### config.mk
export PLATFORM = sky130hd
export DESIGN_NAME = flash_guard
export DESIGN_NICKNAME = d
export VERILOG_FILES = /design/src/rtl/fg_pkg.sv /design/src/rtl/fg_rst_sync.sv /design/src/rtl/fg_regbank.sv /design/src/rtl/fg_match.sv /design/src/rtl/fg_resolve.sv /design/src/rtl/flash_guard.sv
export SDC_FILE = /design/constraint.sdc
export NUM_CORES = 1
export LEC_CHECK = 0
export BUFFER_PORTS_ARGS = -buffer_cell sky130_fd_sc_hd__buf_2
export CAP_MARGIN = 20
export CORE_AREA = 2 2 181 183
export CTS_BUF_LIST = sky130_fd_sc_hd__clkbuf_4 sky130_fd_sc_hd__clkbuf_8
export DETAILED_ROUTE_END_ITERATION = 8
export DIE_AREA = 0 0 183 185
export PLACE_DENSITY = 0.73
export SLEW_MARGIN = 15
export SYNTH_ARGS = -nofsm -noshare
export SYNTH_HDL_FRONTEND = slang
export SYNTH_HIERARCHICAL = 1
export SYNTH_SLANG_ARGS = --single-unit
### constraint.sdc
create_clock -name clk -period 15.7 [get_ports clk]
set_input_delay 0.785 -clock clk [delete_from_list [all_inputs] [get_ports clk]]
set_output_delay 0.785 -clock clk [all_outputs]
set_load 0.1 [all_outputs]
### src/rtl/fg_pkg.sv
package fg_pkg;
  // protection behaviours of a region
  localparam logic [1:0] MODE_OFF  = 2'd0;
  localparam logic [1:0] MODE_NORX = 2'd1;
  localparam logic [1:0] MODE_XO   = 2'd2;
  localparam logic [1:0] MODE_DATA = 2'd3;

  // kinds of access
  localparam logic [1:0] ACC_FETCH = 2'd0;
  localparam logic [1:0] ACC_READ  = 2'd1;
  localparam logic [1:0] ACC_WRITE = 2'd2;
  localparam logic [1:0] ACC_RSVD  = 2'd3;

  // requesters
  localparam logic [1:0] REQ_CPU = 2'd0;
  localparam logic [1:0] REQ_DMA = 2'd1;
  localparam logic [1:0] REQ_DBG = 2'd2;
endpackage

### src/rtl/fg_rst_sync.sv
module fg_rst_sync (
  input  logic clk,
  input  logic rst_n,
  output logic rst_ns
);
  logic [1:0] sync_q;

  always_ff @(posedge clk or negedge rst_n) begin
    if (!rst_n) sync_q <= 2'b00;
    else        sync_q <= {sync_q[0], 1'b1};
  end

  assign rst_ns = sync_q[1];
endmodule

### src/rtl/fg_regbank.sv
module fg_regbank #(
  parameter int NREG   = 8,
  parameter int IDX_W  = 3,
  parameter int SIDX_W = 10
) (
  input  logic              clk,
  input  logic              rst_n,
  input  logic              cfg_we,
  input  logic [IDX_W-1:0]  cfg_idx,
  input  logic [SIDX_W-1:0] cfg_base,
  input  logic [SIDX_W:0]   cfg_size,
  input  logic [1:0]        cfg_mode,
  input  logic              cfg_blk_rd,
  input  logic              cfg_blk_wr,
  input  logic              cfg_lock,
  output logic [SIDX_W-1:0] base_o   [NREG],
  output logic [SIDX_W:0]   size_o   [NREG],
  output logic [1:0]        mode_o   [NREG],
  output logic              blk_rd_o [NREG],
  output logic              blk_wr_o [NREG]
);
  import fg_pkg::*;

  logic [SIDX_W-1:0] base_q [NREG];
  logic [SIDX_W:0]   size_q [NREG];
  logic [1:0]        mode_q [NREG];
  logic              brd_q  [NREG];
  logic              bwr_q  [NREG];
  logic              lock_q [NREG];
  logic              wen    [NREG];

  // per-region write enable: addressed and not frozen
  always_comb begin
    for (int i = 0; i < NREG; i++) begin
      wen[i] = cfg_we && (cfg_idx == IDX_W'(i)) && !lock_q[i];
    end
  end

  for (genvar g = 0; g < NREG; g++) begin : g_reg
    always_ff @(posedge clk or negedge rst_n) begin
      if (!rst_n) begin
        base_q[g] <= '0;
        size_q[g] <= '0;
        mode_q[g] <= MODE_OFF;
        brd_q[g]  <= 1'b0;
        bwr_q[g]  <= 1'b0;
        lock_q[g] <= 1'b0;
      end else if (wen[g]) begin
        base_q[g] <= cfg_base;
        size_q[g] <= cfg_size;
        mode_q[g] <= cfg_mode;
        brd_q[g]  <= cfg_blk_rd;
        bwr_q[g]  <= cfg_blk_wr;
        lock_q[g] <= cfg_lock;
      end
    end

    assign base_o[g]   = base_q[g];
    assign size_o[g]   = size_q[g];
    assign mode_o[g]   = mode_q[g];
    assign blk_rd_o[g] = brd_q[g];
    assign blk_wr_o[g] = bwr_q[g];

    AST_LOCK_HOLDS: assert property (@(posedge clk) disable iff (!rst_n)
      lock_q[g] |=> lock_q[g] && $stable(base_q[g]) && $stable(size_q[g]) &&
                    $stable(mode_q[g]) && $stable(brd_q[g]) && $stable(bwr_q[g]));
  end
endmodule

### src/rtl/fg_match.sv
module fg_match #(
  parameter int NREG       = 8,
  parameter int ADDR_W     = 20,
  parameter int SECT_SHIFT = 10,
  parameter int SIDX_W     = ADDR_W - SECT_SHIFT
) (
  input  logic [ADDR_W-1:0] addr,
  input  logic [1:0]        acc_type,
  input  logic [SIDX_W-1:0] base_i   [NREG],
  input  logic [SIDX_W:0]   size_i   [NREG],
  input  logic [1:0]        mode_i   [NREG],
  input  logic              blk_rd_i [NREG],
  input  logic              blk_wr_i [NREG],
  output logic [NREG-1:0]   hit,
  output logic [NREG-1:0]   deny
);
  import fg_pkg::*;

  localparam int CMP_W = ADDR_W + 1;

  logic is_wr, is_fetch, is_rd;
  assign is_wr    = (acc_type == ACC_WRITE);
  assign is_fetch = (acc_type == ACC_FETCH);
  assign is_rd    = !is_wr && !is_fetch;   // read and reserved code

  for (genvar g = 0; g < NREG; g++) begin : g_rgn
    logic [CMP_W-1:0] lo, hi, a_ext;
    assign a_ext = {1'b0, addr};
    assign lo    = CMP_W'(base_i[g]) << SECT_SHIFT;
    assign hi    = (CMP_W'(base_i[g]) + CMP_W'(size_i[g])) << SECT_SHIFT;

    always_comb begin
      hit[g] = (mode_i[g] != MODE_OFF) && (a_ext >= lo) && (a_ext < hi);
      unique case (mode_i[g])
        MODE_NORX: deny[g] = !is_wr;
        MODE_XO:   deny[g] = is_rd;
        MODE_DATA: deny[g] = is_wr ? blk_wr_i[g] : blk_rd_i[g];
        default:   deny[g] = 1'b0;
      endcase
    end
  end
endmodule

### src/rtl/fg_resolve.sv
module fg_resolve #(
  parameter int NREG  = 8,
  parameter int IDX_W = 3
) (
  input  logic [NREG-1:0]  hit,
  input  logic [NREG-1:0]  deny,
  output logic             any_hit,
  output logic             any_deny,
  output logic [IDX_W-1:0] region
);
  logic [IDX_W-1:0] hit_idx, deny_idx;

  // descending scan: the last assignment is the lowest index
  always_comb begin
    any_hit  = 1'b0;
    any_deny = 1'b0;
    hit_idx  = '0;
    deny_idx = '0;
    for (int i = NREG - 1; i >= 0; i--) begin
      if (hit[i]) begin
        any_hit = 1'b1;
        hit_idx = IDX_W'(i);
        if (deny[i]) begin
          any_deny = 1'b1;
          deny_idx = IDX_W'(i);
        end
      end
    end
    region = any_deny ? deny_idx : hit_idx;
  end
endmodule

### src/rtl/flash_guard.sv
module flash_guard #(
  parameter int NREG       = 8,
  parameter int ADDR_W     = 20,
  parameter int SECT_SHIFT = 10,
  localparam int IDX_W     = $clog2(NREG),
  localparam int SIDX_W    = ADDR_W - SECT_SHIFT
) (
  input  logic              clk,
  input  logic              rst_n,
  input  logic              cfg_we,
  input  logic [IDX_W-1:0]  cfg_idx,
  input  logic [SIDX_W-1:0] cfg_base,
  input  logic [SIDX_W:0]   cfg_size,
  input  logic [1:0]        cfg_mode,
  input  logic              cfg_blk_rd,
  input  logic              cfg_blk_wr,
  input  logic              cfg_lock,
  input  logic              acc_valid,
  input  logic [ADDR_W-1:0] acc_addr,
  input  logic [1:0]        acc_type,
  input  logic [1:0]        acc_req,
  output logic              rsp_valid,
  output logic              rsp_deny,
  output logic              rsp_hit,
  output logic [IDX_W-1:0]  rsp_region,
  output logic [1:0]        rsp_req
);
  logic rst_ns;

  logic [SIDX_W-1:0] base_w  [NREG];
  logic [SIDX_W:0]   size_w  [NREG];
  logic [1:0]        mode_w  [NREG];
  logic              brd_w   [NREG];
  logic              bwr_w   [NREG];
  logic [NREG-1:0]   hit_w, deny_w;
  logic              any_hit, any_deny;
  logic [IDX_W-1:0]  region_w;

  logic             vld_q, vld_d;
  logic             deny_q, deny_d;
  logic             hitf_q, hitf_d;
  logic [IDX_W-1:0] rgn_q, rgn_d;
  logic [1:0]       req_q, req_d;
  logic             rsp_en;

  fg_rst_sync u_rst (.clk(clk), .rst_n(rst_n), .rst_ns(rst_ns));

  fg_regbank #(.NREG(NREG), .IDX_W(IDX_W), .SIDX_W(SIDX_W)) u_regs (
    .clk(clk), .rst_n(rst_ns),
    .cfg_we(cfg_we), .cfg_idx(cfg_idx), .cfg_base(cfg_base), .cfg_size(cfg_size),
    .cfg_mode(cfg_mode), .cfg_blk_rd(cfg_blk_rd), .cfg_blk_wr(cfg_blk_wr),
    .cfg_lock(cfg_lock),
    .base_o(base_w), .size_o(size_w), .mode_o(mode_w),
    .blk_rd_o(brd_w), .blk_wr_o(bwr_w)
  );

  fg_match #(.NREG(NREG), .ADDR_W(ADDR_W), .SECT_SHIFT(SECT_SHIFT), .SIDX_W(SIDX_W)) u_match (
    .addr(acc_addr), .acc_type(acc_type),
    .base_i(base_w), .size_i(size_w), .mode_i(mode_w),
    .blk_rd_i(brd_w), .blk_wr_i(bwr_w),
    .hit(hit_w), .deny(deny_w)
  );

  fg_resolve #(.NREG(NREG), .IDX_W(IDX_W)) u_res (
    .hit(hit_w), .deny(deny_w),
    .any_hit(any_hit), .any_deny(any_deny), .region(region_w)
  );

  // next state: payload captured only when a request is present
  assign rsp_en = acc_valid;

  always_comb begin
    vld_d  = acc_valid;
    deny_d = deny_q;
    hitf_d = hitf_q;
    rgn_d  = rgn_q;
    req_d  = req_q;
    if (rsp_en) begin
      deny_d = any_deny;
      hitf_d = any_hit;
      rgn_d  = region_w;
      req_d  = acc_req;
    end
  end

  always_ff @(posedge clk or negedge rst_ns) begin
    if (!rst_ns) begin
      vld_q  <= 1'b0;
      deny_q <= 1'b0;
      hitf_q <= 1'b0;
      rgn_q  <= '0;
      req_q  <= '0;
    end else begin
      vld_q  <= vld_d;
      deny_q <= deny_d;
      hitf_q <= hitf_d;
      rgn_q  <= rgn_d;
      req_q  <= req_d;
    end
  end

  assign rsp_valid  = vld_q;
  assign rsp_deny   = deny_q;
  assign rsp_hit    = hitf_q;
  assign rsp_region = rgn_q;
  assign rsp_req    = req_q;

  AST_RSP_NEXT: assert property (@(posedge clk) disable iff (!rst_ns)
    acc_valid |=> rsp_valid);
  AST_RSP_IDLE: assert property (@(posedge clk) disable iff (!rst_ns)
    !acc_valid |=> !rsp_valid);
  AST_MISS_ALLOWS: assert property (@(posedge clk) disable iff (!rst_ns)
    (rsp_valid && !rsp_hit) |-> (!rsp_deny && rsp_region == '0));
  AST_REQ_ECHO: assert property (@(posedge clk) disable iff (!rst_ns)
    acc_valid |=> (rsp_req == $past(acc_req)));
  AST_DENY_NEEDS_HIT: assert property (@(posedge clk) disable iff (!rst_ns)
    (rsp_valid && rsp_deny) |-> rsp_hit);
endmodule

# [Yosys cells after proc, flatten, opt, wreduce, memory -nomap -nowiden]
# Cells that the tools add are included.
[classes] n_addsub=8 n_lt_le_gt_ge=16 eq_ne=32 mux=65 n_reduce_logical=53
[op_table] operator="$lt 20x21->1" n=8
[op_table] operator="$ge 20x20->1" n=8
[op_table] operator="$add 10x11->11" n=8
[op_table] operator="$mux 3" n=25
[op_table] operator="$eq 2x2->1 const B" n=17
[op_table] operator="$logic_and 1x1->1" n=33
[op_table] operator="$mux 1" n=32
[op_table] operator="$pmux 1 s3" n=8
[op_table] operator="$eq 2x1->1 const B" n=8
[op_table] operator="$reduce_bool 2->1" n=8
[op_table] operator="$eq 3x3->1 const B" n=4
[op_table] operator="$logic_not 1->1" n=10
[op_table] operator="$eq 3x2->1 const B" n=2
[op_table] operator="$eq 3x1->1 const B" n=1
[op_table] operator="$logic_not 3->1" n=1
[op_table] operator="$logic_not 2->1" n=1
[totals] regBits=218 inputBits=57 output_inout_bits=8 word_cells=228

# [Longest topological paths before layout]
# Gate-level depths: netlist of the first run.
[logic_depth] word_depth=21 mapped_depth=20 mapped_depth_nobuf=20

# [Hierarchy]
# Netlist of the first run, hierarchy kept.
[by_module_without_submodules] mod="fg_regbank" instances=1 cells_each=449 area_each_um2=7877.6 seq_area_each_um2=5205.0
[by_module_without_submodules] mod="fg_match" instances=1 cells_each=956 area_each_um2=7297.0 seq_area_each_um2=0.0
[by_module_without_submodules] mod="flash_guard" instances=1 cells_each=16 area_each_um2=316.6 seq_area_each_um2=200.2
[by_module_without_submodules] mod="fg_resolve" instances=1 cells_each=33 area_each_um2=259.0 seq_area_each_um2=0.0
[by_module_without_submodules] mod="fg_rst_sync" instances=1 cells_each=3 area_each_um2=53.8 seq_area_each_um2=50.0

# [Worst setup path before layout of the first run]
# Ideal clock, no wire load.
[synth_timing] kind="register to register" startpoint="register u_regs.base_q, in the netlist u_regs/base_o[10]" endpoint="register rgn_q[0], in the netlist rsp_region[0]" setup_ns=0.126 arrival_time_ns=4.001 t_required_ns=15.574 path_slack_ns=11.572 stages_incl_launch_ff=20 n_path_buf=0 period_less_slack_ns=4.128 path_cell_list="dfrtp_1 -> ha_1 -> fa_1 -> nand2_1 -> a21oi_1 -> o31ai_1 -> nand2b_1 -> a21oi_1 -> xor2_1 -> ha_1 -> a211o_1 -> a211oi_1 -> o21bai_1 -> a221oi_1 -> nand2_1 -> a32o_1 -> nand3_1 -> a22o_4 -> o31ai_2 -> mux2_4"
[synth_between] elab_chain_cells=17 word_cells_on_any_way=39 cone_classes="1 x add/sub; 2 x order compare; 34 x mux; 2 x reduce/logical"
[synth_lines] item="from (decl)" line="fg_regbank.sv:24" text="logic [SIDX_W-1:0] base_q [NREG];"
[synth_lines] item="from (signal, indexed assignment)" line="fg_regbank.sv:49" text="base_q[g] <= cfg_base;"
[synth_lines] item="$add 10x11->11 / $ge 20x20->1 (equally long branches)" line="fg_match.sv:30, fg_match.sv:33"
[synth_lines] item="$lt 20x21->1 / $logic_and 1x1->1 (equally long branches)" line="fg_match.sv:33" text="hit[g] = (mode_i[g] != MODE_OFF) && (a_ext >= lo) && (a_ext < hi);"
[synth_lines] item="$logic_and 1x1->1 *" line="fg_match.sv:33"
[synth_lines] item="via hit_w[6]" line="flash_guard.sv:35" text="logic [NREG-1:0] hit_w, deny_w;"
[synth_lines] item="$mux 3 / $mux 1 (equally long branches)" line="fg_resolve.sv:20" text="if (hit[i]) begin"
[synth_lines] item="$mux 3 / $mux 1 (equally long branches)" line="fg_resolve.sv:23" text="if (deny[i]) begin"
[synth_lines] item="$mux 3 / $mux 1 (equally long branches)" line="fg_resolve.sv:20"
[synth_lines] item="$mux 3 / $mux 1 (equally long branches)" line="fg_resolve.sv:23"
[synth_lines] item="[3 not listed]"
[synth_lines] item="$mux 3 / $mux 1 (equally long branches)" line="fg_resolve.sv:23"
[synth_lines] item="$mux 3 / $mux 1 (equally long branches)" line="fg_resolve.sv:20"
[synth_lines] item="$mux 3 / $mux 1 (equally long branches)" line="fg_resolve.sv:23"
[synth_lines] item="$mux 3 / $mux 1 (equally long branches)" line="fg_resolve.sv:20"
[synth_lines] item="$mux 3 / $mux 1 (equally long branches)" line="fg_resolve.sv:23"
[synth_lines] item="$mux 3 / $mux 1 (equally long branches)" line="fg_resolve.sv:20"
[synth_lines] item="$mux 3 *" line="fg_resolve.sv:29" text="region = any_deny ? deny_idx : hit_idx;"
[synth_lines] item="via region_w[0]" line="flash_guard.sv:37" text="logic [IDX_W-1:0] region_w;"
[synth_lines] item="to (signal assigned)" line="flash_guard.sv:97" text="rgn_q <= rgn_d;"
[synth_lines] item="to (decl)" line="flash_guard.sv:42" text="logic [IDX_W-1:0] rgn_q, rgn_d;"
# Mark *: on every way through the listed nets, which the timed path passes. The rest lies on a longest branch.
# A chain may end at the register's enable or synchronous reset.

# [Final worst setup path of the first run]
[layout_timing] startpoint="register u_regs.base_q, in the netlist u_regs/base_o[0]" endpoint="register rgn_q[0], in the netlist rsp_region[0]"
[layout_between] elab_chain_cells=19 word_cells_on_any_way=44 cone_classes="1 x add/sub; 2 x order compare; 39 x mux; 2 x reduce/logical"
[layout_lines] item="$add 10x11->11 / $ge 20x20->1 (equally long branches)" line="fg_match.sv:30, fg_match.sv:33"
[layout_lines] item="$lt 20x21->1 / $logic_and 1x1->1 (equally long branches)" line="fg_match.sv:33"
[layout_lines] item="$logic_and 1x1->1 *" line="fg_match.sv:33"
[layout_lines] item="via hit_w[7]" line="flash_guard.sv:35"
[layout_lines] item="$mux 1 *" line="fg_resolve.sv:20"
[layout_lines] item="$mux 1" line="fg_resolve.sv:23"
[layout_lines] item="$mux 1 *" line="fg_resolve.sv:20"
[layout_lines] item="$mux 1" line="fg_resolve.sv:23"
[layout_lines] item="[6 not listed]"
[layout_lines] item="$mux 1 *" line="fg_resolve.sv:20"
[layout_lines] item="$mux 1" line="fg_resolve.sv:23"
[layout_lines] item="$mux 1 *" line="fg_resolve.sv:20"
[layout_lines] item="$mux 1" line="fg_resolve.sv:23"
[layout_lines] item="$mux 1 *" line="fg_resolve.sv:20"
[layout_lines] item="via any_deny" line="flash_guard.sv:36" text="logic any_hit, any_deny;"
[layout_lines] item="$mux 3 *" line="fg_resolve.sv:29"
[layout_lines] item="via region_w[0]" line="flash_guard.sv:37"
# Marks and branches as above.

==> impl_metrics.csv, run 1 <==
group,metric,value,unit
sta,relSlewSlack,36.26,%
worst_setup_path,cp_max_fo,5,
synthesis,synth_top_area_share,34.52,%
worst_setup_path,crit_type,"reg -> reg",
layout,drive_gt1_share,25.30,%
clock_tree,cts.sinks,218,
place,portBuffers,64,
detailed_routing,wire_per_inst,20.28,um
run,drv_cap,0,
global_routing,grt_overflow,0,
sta,hold_viol_final,0,
worst_setup_path,crit_path_end_kind,"flip-flop",
worst_setup_path,max_stage_delay,770,ps
worst_setup_path,slowest_stage,"nor4b_2",
worst_setup_path,cp_top_family,"compound AO/OA/AOI/OAI gates",
clock_tree,htreeDepth,2,
sta,rsz0062_at_grt,"no",
synthesis,ys_types,71,
worst_setup_path,cp.arrival,5420,ps
sta,tns,0,ps
synthesis,synth-seq-area-share,34.52,%
sta,min_period,4953,ps
synthesis,synth.net_count,1754,
synthesis,avgSynthCellArea,10.85,um^2
floorplan,start_util,49.32,%
clock_tree,cts_buffers,39,
floorplan,die_h,185,um
pwr,p_leak,8.167,nW
detailed_routing,initialDrtViolationCount,665,
pwr,p_total,3.411,mW
worst_setup_path,critPathRequiredTime,16170,ps
worst_setup_path,crit_chain,"ha_1 -> fa_1 -> a211oi_1 -> or2_2 -> nand2b_1 -> a21oi_1 -> xor2_1 -> ha_1 -> o21ai_0 -> nor2_1 -> nor3_1 -> a21oi_1 -> o311ai_0 -> nor4b_2 -> a22oi_2 -> nand4_4 -> nand2b_2 -> a22o_4 -> o31ai_2 -> mux2_4",
pwr,peakVddDrop,0.0001147,V
detailed_routing,dr.pass1.iters,5,
synthesis,syn-cell-area,0.01580,mm^2
sta,fin_skew,25.35,ps
sta,setup_viol_count_final,0,
floorplan,die_area,0.03386,mm^2
clock_tree,cts_root_buf,"clkbuf_8",
synthesis,post-synth-top-count-cell,"ha_1",
synthesis,yosysWarnings,6,
synthesis,netlist_instances,1457,
clock_tree,post-cts-setup-buffers,0,
place,dp_hpwl,28410,um
synthesis,synth_edf_count,0,
place,gp_congestion,0.9103,
layout,fin_util,54.21,%
synthesis,synth.area.top_cells,"dfrtp_1, ha_1, mux2_2",
sta,worst-slew-pin-transition,956.1,ps
detailed_routing,avgViaCountPerCell,5.998,
synthesis,ys.flop_type,"dfrtp_1",
global_routing,grtUsageTotal,24.38,%
layout,seqCellArea,0.005459,mm^2
floorplan,io_pins,65,
clock_tree,cts_tree,"done",
floorplan,core,0.03204,mm^2
detailed_routing,drt_wl_total,40190,um
hold_path,hold_path.class,"reg -> async",
synthesis,synth-seq-cells,218,
clock_tree,clockBufferDepth,3,
layout,final_net_count,1842,
layout,n_fill_cell,2811,
clock_tree,worstSkewPairLatency,550,ps
global_routing,grt_max_degree,77,
layout,area_growth,9.912,%
layout,multi_input_area,0.009751,mm^2
global_routing,antenna_found_initial,1,
synthesis,synth_common_cells,"ha_1, dfrtp_1, mux2_2",
status,status,"completed",
worst_setup_path,path_buf_inv,0,
synthesis,async_reset_ff_share,100.0,%
detailed_routing,drc,0,
pwr,pwr_density_cell,196.4,mW/mm^2
sta,slew_viol_final,0,
detailed_routing,ant_nets,0,
worst_setup_path,start_kind,"flip-flop",
floorplan,rows,66,
detailed_routing,vias,11890,
synthesis,synth_top_area_cell,"dfrtp_1",
floorplan,die_w,183,um
clock_tree,path_clk_slew,60,ps
sta,max_freq,201.9,MHz
global_routing,grt_pass1_vias,12270,
sta,fin_crit_sh,31.55,%
global_routing,grt_pass1_wl,64200,um
[logic make-up (layout without fill, tap and decap cells)]
group / Yosys count / after routing / synth area share, %
other: 1 / 2 / 0.02373
xor gates and xnor gates: 55 / 55 / 3.048
DFF: 218 / 218 / 34.52
and+or+nand+nor: 271 / 271 / 9.801
adders and majority gates: 240 / 240 / 19.38
AOI/OAI and AO/OA: 334 / 334 / 14.53
muxes: 207 / 207 / 14.92
buffers and inverters: 131 / 247 / 3.784
[cell type report]
class | count | share of cell area (%)
Antenna cell | 1 | 0.01441
Timing Repair Buffer | 76 | 2.420
Clock inverter | 13 | 0.7131
Multi-Input combinational cell | 1108 | 56.13
Tap cell | 408 | 2.939
Clock buffer | 56 | 4.149
Inverter | 102 | 2.204
Sequential cell | 218 | 31.43
[registers in the layout (all words and copies together) (netlist names)]
signal / flops
u_regs/blk_rd_o: 8
u_rst/sync_q: 2
rsp_region: 3
rsp_hit: 1
rsp_valid: 1
u_regs/lock_q: 8
u_regs/size_o: 88
u_regs/blk_wr_o: 8
rsp_req: 2
u_regs/mode_o: 16
rsp_deny: 1
u_regs/base_o: 80
[routing by layer]
metal  vias to the layer above  routed length [um]  GRT usage [%]
li1                       5612                   -              -
met1                      5858               17830          32.20
met2                       314               18790          40.68
met3                       105                2086          3.166
met4                         0                1477          9.920
met5                         -                   0              0
[timing repair]
| action | in CTS | in global routing |
|---|---|---|
| hold buffers | 1 | 0 |
| resized for setup | 0 | 0 |
| endpoints found under the hold margin | 2 | 0 |
[worst paths after layout]
path / start / endpoint / slack (ps) / depth (start not counted)
min in group clk: u_rst/sync_q[0] / u_rst/sync_q[1] / 360 / 0
worst min register to register: u_rst/sync_q[1] / u_regs/size_o[78] / 330 / 0
worst max register to register: u_regs/base_o[0] / rsp_region[0] / 10750 / 20
max in group asynchronous: u_rst/sync_q[1] / rsp_req[1] / 13260 / 2
worst max-delay path: u_regs/base_o[0] / rsp_region[0] / 10750 / 20
worst min-delay path: u_rst/sync_q[1] / u_regs/size_o[78] / 330 / 0
[per-stage QoR]
stage	worst slack [ps]	std cells	cell area (um^2)	hold slack (ps)
after floorplan	9175	1457	15800	331.2
after global placement	11070	1910	16500	333.3
after detailed placement	10920	1911	16510	346.5
after CTS	10880	1981	17370	359.3
after global routing	10570	1981	17370	369.5
final	10750	1982	17370	333.0
[cell usage in the layout (no fill, tap or decap), types with 48 or more instances in the layout]
cell type / Yosys / final
nor2_1: 66 / 66
nand2_1: 50 / 50
o21ai_0: 60 / 60
a21oi_1: 90 / 90
dfrtp_1: 218 / 217
clkbuf_8: 0 / 48
mux2_2: 195 / 195
inv_1: 102 / 102
buf_2: 1 / 64
ha_1: 232 / 232
[report_power, final]
part	internal, mW	switching [mW]
combinational	0.901	1.04
sequential	0.747	0.153
clock	0.330	0.245
total	1.98	1.43
No activity file was read; power rests on OpenSTA's default activity.
==> run 2, diff against run 1 <==
==> constraint.sdc (replaced) <==
create_clock -name clk -period 4.7 [get_ports clk]
set_input_delay 0.235 -clock clk [delete_from_list [all_inputs] [get_ports clk]]
set_output_delay 0.235 -clock clk [all_outputs]
set_load 0.1 [all_outputs]
==> run 2 against run 1 <==
  * Cell count is 0.50% higher
  * Die area stayed put
  * Clock skew is 6.1 ps lower
  * Largest power group unchanged
  * Sequential power grew to 3.3 times the previous value
  * Worst setup slack worse by 10000 ps
==> impl_metrics.csv, run 2 (same netlist as run 1, synthesis figures left out) <==
group,metric,value,unit
layout,largest_register_ffs,88,
place,portBuffers,64,
detailed_routing,initialDrtViolationCount,849,
layout,finalInstanceArea,0.01746,mm^2
layout,area_growth,10.48,%
floorplan,core,0.03204,mm^2
pwr,pwr_density_cell,650.8,mW/mm^2
sta,worst-slew-pin-transition,832.8,ps
sta,relSlewSlack,44.10,%
clock_tree,clockBufferDepth,3,
global_routing,grt_max_degree,88,
sta,setup_viol_count_final,0,
detailed_routing,vias,12080,
sta,slew_viol_final,0,
worst_setup_path,cp_max_fo,5,
floorplan,die_area,0.03386,mm^2
place,gp_congestion,0.8779,
detailed_routing,drt_wl_total,40280,um
pwr,peakVddDrop,0.0003611,V
floorplan,io_pins,65,
sta,fin_skew,19.25,ps
clock_tree,cts_tree,"done",
worst_setup_path,slowest_stage,"fa_1",
sta,max_freq,228.9,MHz
detailed_routing,wire_per_inst,20.22,um
status,status,"completed",
clock_tree,cts_root_buf,"clkbuf_8",
global_routing,antenna_found_initial,8,
clock_tree,cts.sinks,218,
pwr,p_sw,4.774,mW
clock_tree,worstSkewPairLatency,550,ps
clock_tree,cts_buffers,40,
global_routing,grt_pass1_vias,12220,
pwr,combPwrFrac,57.9,%
layout,n_fill_cell,2782,
worst_setup_path,crit_path_end_kind,"flip-flop",
sta,fin_hold_ws,47.34,ps
layout,final_common_cell,"ha_1",
global_routing,grt_pass1_wl,63420,um
floorplan,die_h,185,um
detailed_routing,avgViaCountPerCell,6.064,
detailed_routing,dr.pass1.iters,5,
pwr,p_int,6.590,mW
pwr,switching_share,42.01,%
worst_setup_path,crit_type,"reg -> reg",
layout,layout_common_cells,"ha_1, dfrtp_1, mux2_2",
layout,multi_input_area,0.009762,mm^2
global_routing,grtUsageTotal,24.07,%
sta,hold_viol_final,0,
pwr,p_seq_share,26.3,%
floorplan,start_util,49.32,%
place,dp_slack,333.2,ps
detailed_routing,drc,0,
sta,tns,0,ps
worst_setup_path,cp.arrival,4790,ps
pwr,power_frac_clock,15.7,%
sta,fin_crit_sh,92.95,%
floorplan,die_w,183,um
detailed_routing,ant_nets,0,
layout,drive_gt1_share,25.63,%
clock_tree,path_clk_slew,60,ps
layout,final_net_count,1859,
clock_tree,htreeDepth,2,
layout,num_antenna_cells,0,
clock_tree,post-cts-setup-buffers,0,
run,drv_cap,0,
layout,seqCellArea,0.005459,mm^2
hold_path,hold_path.class,"in -> reg",
floorplan,rows,66,
pwr,p_leak,8.214,nW
sta,setup_ws,331.4,ps
place,dpl_cell_area,0.01659,mm^2
pwr,p_total,11.36,mW
place,dp_hpwl,29110,um
sta,min_period,4369,ps
worst_setup_path,crit_chain,"ha_1 -> fa_1 -> nand2_1 -> a21oi_1 -> o31ai_2 -> nand2b_1 -> a21oi_1 -> xor2_1 -> ha_1 -> a211o_1 -> a211oi_1 -> o21bai_1 -> a221oi_1 -> buf_4 -> nand2_1 -> a32o_1 -> nand3_1 -> a22o_4 -> o31ai_2 -> mux2_4",
worst_setup_path,start_kind,"flip-flop",
worst_setup_path,max_stage_delay,410,ps
global_routing,grt_overflow,0,
worst_setup_path,critPathRequiredTime,5120,ps
run 2: critical path, delay by kind of cell (launching register included):
family / cells / cell delay (ps)
multiplexers: 1 / 270
AO/OA/AOI/OAI: 10 / 1930
XOR/XNOR: 1 / 180
adder cells (fa/ha/maj): 3 / 920
flip-flops: 1 / 400
buffers and inverters: 1 / 190
AND/OR/NAND/NOR: 4 / 340
run 2: worst paths after layout:
check,startpoint,to,slack (ps),cells past startpoint
max,u_regs/base_o[10],rsp_region[0],330,20
min,cfg_we,u_regs/lock_q[0],50,3
max reg2reg,u_regs/base_o[10],rsp_region[0],330,20
max in group asynchronous,u_rst/sync_q[1],u_regs/base_o[56],3300,1
min in group asynchronous,u_rst/sync_q[1],u_regs/base_o[11],330,0
min reg2reg,u_rst/sync_q[1],u_regs/base_o[11],330,0
run 2: timing repair:
item	in CTS	in global routing
resized for setup	0	4
endpoints found under the setup margin	0	2
hold buffers	6	0
hold endpoints to repair	7	0
run 2: final cells by class:
cell class,instances,area share [%]
clock buffer,60,4.300
clock inverter,4,0.1505
inverter,102,2.193
multi-input combinational,1108,55.91
sequential,218,31.26
tap,408,2.924
timing repair buffer,92,3.260
run 2: power by group through the flow:
| stage | clock, mW | sequential, mW | combinational [mW] |
|---|---|---|---|
| finish | 1.79 | 2.99 | 6.58 |
| floorplan | 0 | 3.05 | 4.89 |
| global placement | 0 | 2.99 | 6.14 |
| global route | 1.91 | 3.08 | 7.41 |
| detailed placement | 0 | 3.03 | 6.44 |
| CTS | 1.83 | 3.00 | 6.49 |
run 2: through the flow:
step                      util (%)  std cells
after floorplan                  -       1457
after global placement       51.77       1920
after detailed placement     51.77       1920
after CTS                    54.38       1990
after global routing         54.49       1992
final                        54.49       1992
run 2: layer usage:
layer | global-route usage (%) | wire length [um] | up-vias
met5 | 0 | 0 | -
met4 | 9.152 | 1385 | 0
met3 | 3.696 | 2278 | 98
met2 | 40.82 | 19160 | 360
met1 | 31.14 | 17450 | 5985
li1 | - | - | 5636
==> run 3, diff against run 2 <==
--- a/config.mk
+++ b/config.mk
@@ -12,6 +12,7 @@
 export DETAILED_ROUTE_END_ITERATION = 8
 export DIE_AREA = 0 0 183 185
 export PLACE_DENSITY = 0.73
+export REMOVE_ABC_BUFFERS = 1
 export SLEW_MARGIN = 15
 export SYNTH_ARGS = -nofsm -noshare
 export SYNTH_HDL_FRONTEND = slang
==> run 3 against run 2 <==
  * Largest power group unchanged
  * Die area did not move
  * Clock skew is 5.1 ps higher
  * Critical path type unchanged
  * Sequential power about the same
  * Clock-buffer cell count is 1 higher
==> impl_metrics.csv, run 3 (same netlist as run 1, synthesis figures left out) <==
group,metric,value,unit
status,status,"completed",
floorplan,start_util,49.32,%
clock_tree,cts_buffers,40,
layout,final_net_count,1854,
sta,fin_crit_sh,93.34,%
global_routing,grt_pass1_vias,12440,
place,dpl_cell_area,0.01657,mm^2
clock_tree,htreeDepth,2,
detailed_routing,drt_wl_total,39410,um
floorplan,die_w,183,um
global_routing,antenna_found_initial,0,
global_routing,grt.busiest_layer,"met2",
sta,relSlewSlack,34.19,%
worst_setup_path,start_kind,"flip-flop",
pwr,p_total,11.52,mW
global_routing,grt_pass1_wl,62980,um
floorplan,die_area,0.03386,mm^2
clock_tree,cts.sinks,218,
sta,worst-slew-pin-transition,980.5,ps
sta,hold_viol_final,0,
sta,fin_hold_ws,29.11,ps
pwr,peakVddDrop,0.0003904,V
layout,final_common_cell,"ha_1",
worst_setup_path,critical_path.startpoint,"u_regs/base_o[0]",
layout,drive_gt1_share,25.62,%
global_routing,grtUsageTotal,23.62,%
worst_setup_path,r2r_start,"u_regs/base_o[0]",
layout,layout_common_cells,"ha_1, dfrtp_1, mux2_2",
detailed_routing,wire_per_inst,19.76,um
layout,finalInstanceArea,0.01753,mm^2
sta,max_freq,228.0,MHz
sta,setup_ws,313.2,ps
global_routing,grt.met2_usage,42.23,%
worst_setup_path,reg2reg_depth,20,
global_routing,gr-usage-met3,3.598,%
pwr,pwr_density_cell,657.5,mW/mm^2
worst_setup_path,critPathCapture,"rsp_region[0]",
detailed_routing,ant_nets,0,
clock_tree,path_clk_slew,60,ps
sta,slew_viol_final,0,
clock_tree,cts_tree,"done",
detailed_routing,drc,0,
worst_setup_path,r2r_end,"rsp_region[0]",
layout,largest_register_ffs,88,
worst_setup_path,reg2reg_slack,310,ps
floorplan,core,0.03204,mm^2
global_routing,grt_max_degree,91,
sta,tns,0,ps
detailed_routing,initialDrtViolationCount,505,
place,portBuffers,64,
place,dp_slack,368.7,ps
worst_setup_path,critPathRequiredTime,5180,ps
global_routing,grt_use_met1,28.93,%
global_routing,grt_overflow,0,
place,dp_hpwl,28800,um
worst_setup_path,crit_path_end_kind,"flip-flop",
sta,setup_viol_count_final,0,
floorplan,die_h,185,um
clock_tree,cts_root_buf,"clkbuf_8",
sta,fin_skew,24.35,ps
layout,n_fill_cell,2807,
hold_path,hold_path.class,"in -> async",
sta,min_period,4387,ps
floorplan,io_pins,65,
detailed_routing,vias,11930,
worst_setup_path,cp.arrival,4870,ps
layout,area_growth,10.89,%
worst_setup_path,cp_max_fo,5,
clock_tree,worstSkewPairLatency,540,ps
run,drv_cap,0,
place,gp_congestion,0.8679,
detailed_routing,avgViaCountPerCell,5.982,
pwr,p_leak,8.246,nW
worst_setup_path,crit_type,"reg -> reg",
sta,rsz0062_at_grt,"no",
clock_tree,clockBufferDepth,3,
floorplan,rows,66,
clock_tree,post-cts-setup-buffers,0,
detailed_routing,dr.pass1.iters,5,
-- run 3: cell types whose count changed in the layout (fill, tap and decap cells not counted), moves of 2 or more --
cell	previous run	this run
buf_4	19	13
buf_8	1	4
clkinv_2	2	5
bufinv_16	0	2
clkbuf_8	48	50
-- run 3: critical path: stages (launching register included) --
cell,delay (ps)
dfrtp_1,400
ha_1,230
fa_1,430
a211oi_1,200
or2_2,180
nand2b_1,60
a21oi_1,190
xor2_1,180
ha_1,260
o21ai_0,80
nor2_1,50
nor3_1,160
a21oi_1,110
o311ai_0,260
nor4b_2,580
a22oi_2,240
nand4_4,190
nand2b_2,70
a22o_4,210
o31ai_2,50
mux2_4,170
-- run 3: layout make-up --
type	instances	area, um^2	share of cell area [%]
multi-input combinational	1108	9751	55.64
sequential	218	5459	31.15
clock buffer	61	770.7	4.398
timing repair buffer	87	548.0	3.127
tap	408	510.5	2.913
inverter	102	382.9	2.185
clock inverter	9	101.3	0.5783
antenna	1	2.502	0.01428
-- run 3: how the worst min path moves through the flow --
stage          start               to  slack (ps)  cells after the start
2_1_floorplan  rst_n  u_rst/sync_q[0]         -60                      0
3_3_place_gp   rst_n  u_rst/sync_q[0]          20                      1
3_5_place_dp   rst_n  u_rst/sync_q[0]          20                      1
4_1_cts        rst_n  u_rst/sync_q[1]           7                      2
5_1_grt        rst_n  u_rst/sync_q[1]          30                      2
6_report       rst_n  u_rst/sync_q[1]          30                      2
-- run 3: per-stage QoR --
stage,std cells,utilization [%]
after floorplan,1428,-
after global placement,1914,51.62
after detailed placement,1916,51.72
after CTS,1991,54.60
after global routing,1993,54.69
final,1994,54.70
-- run 3: timing repair --
item / 4_1_cts / 5_1_grt
resized for setup: 0 / 0
endpoints found under the hold margin: 7 / 0
hold buffers: 5 / 0
-- run 3: where the power goes --
group | internal, mW | switching [mW] | total [mW]
sequential | 2.50 | 0.501 | 3.00
combinational | 3.08 | 3.48 | 6.56
clock | 1.16 | 0.808 | 1.96
-- run 3: layer usage --
metal	share of wire [%]	vias to the layer above	wire, um
met5	0	-	0
met4	3.4	0	1338
met3	4.0	99	1580
met2	50	253	19690
met1	43	5973	16800
li1	-	5604	-
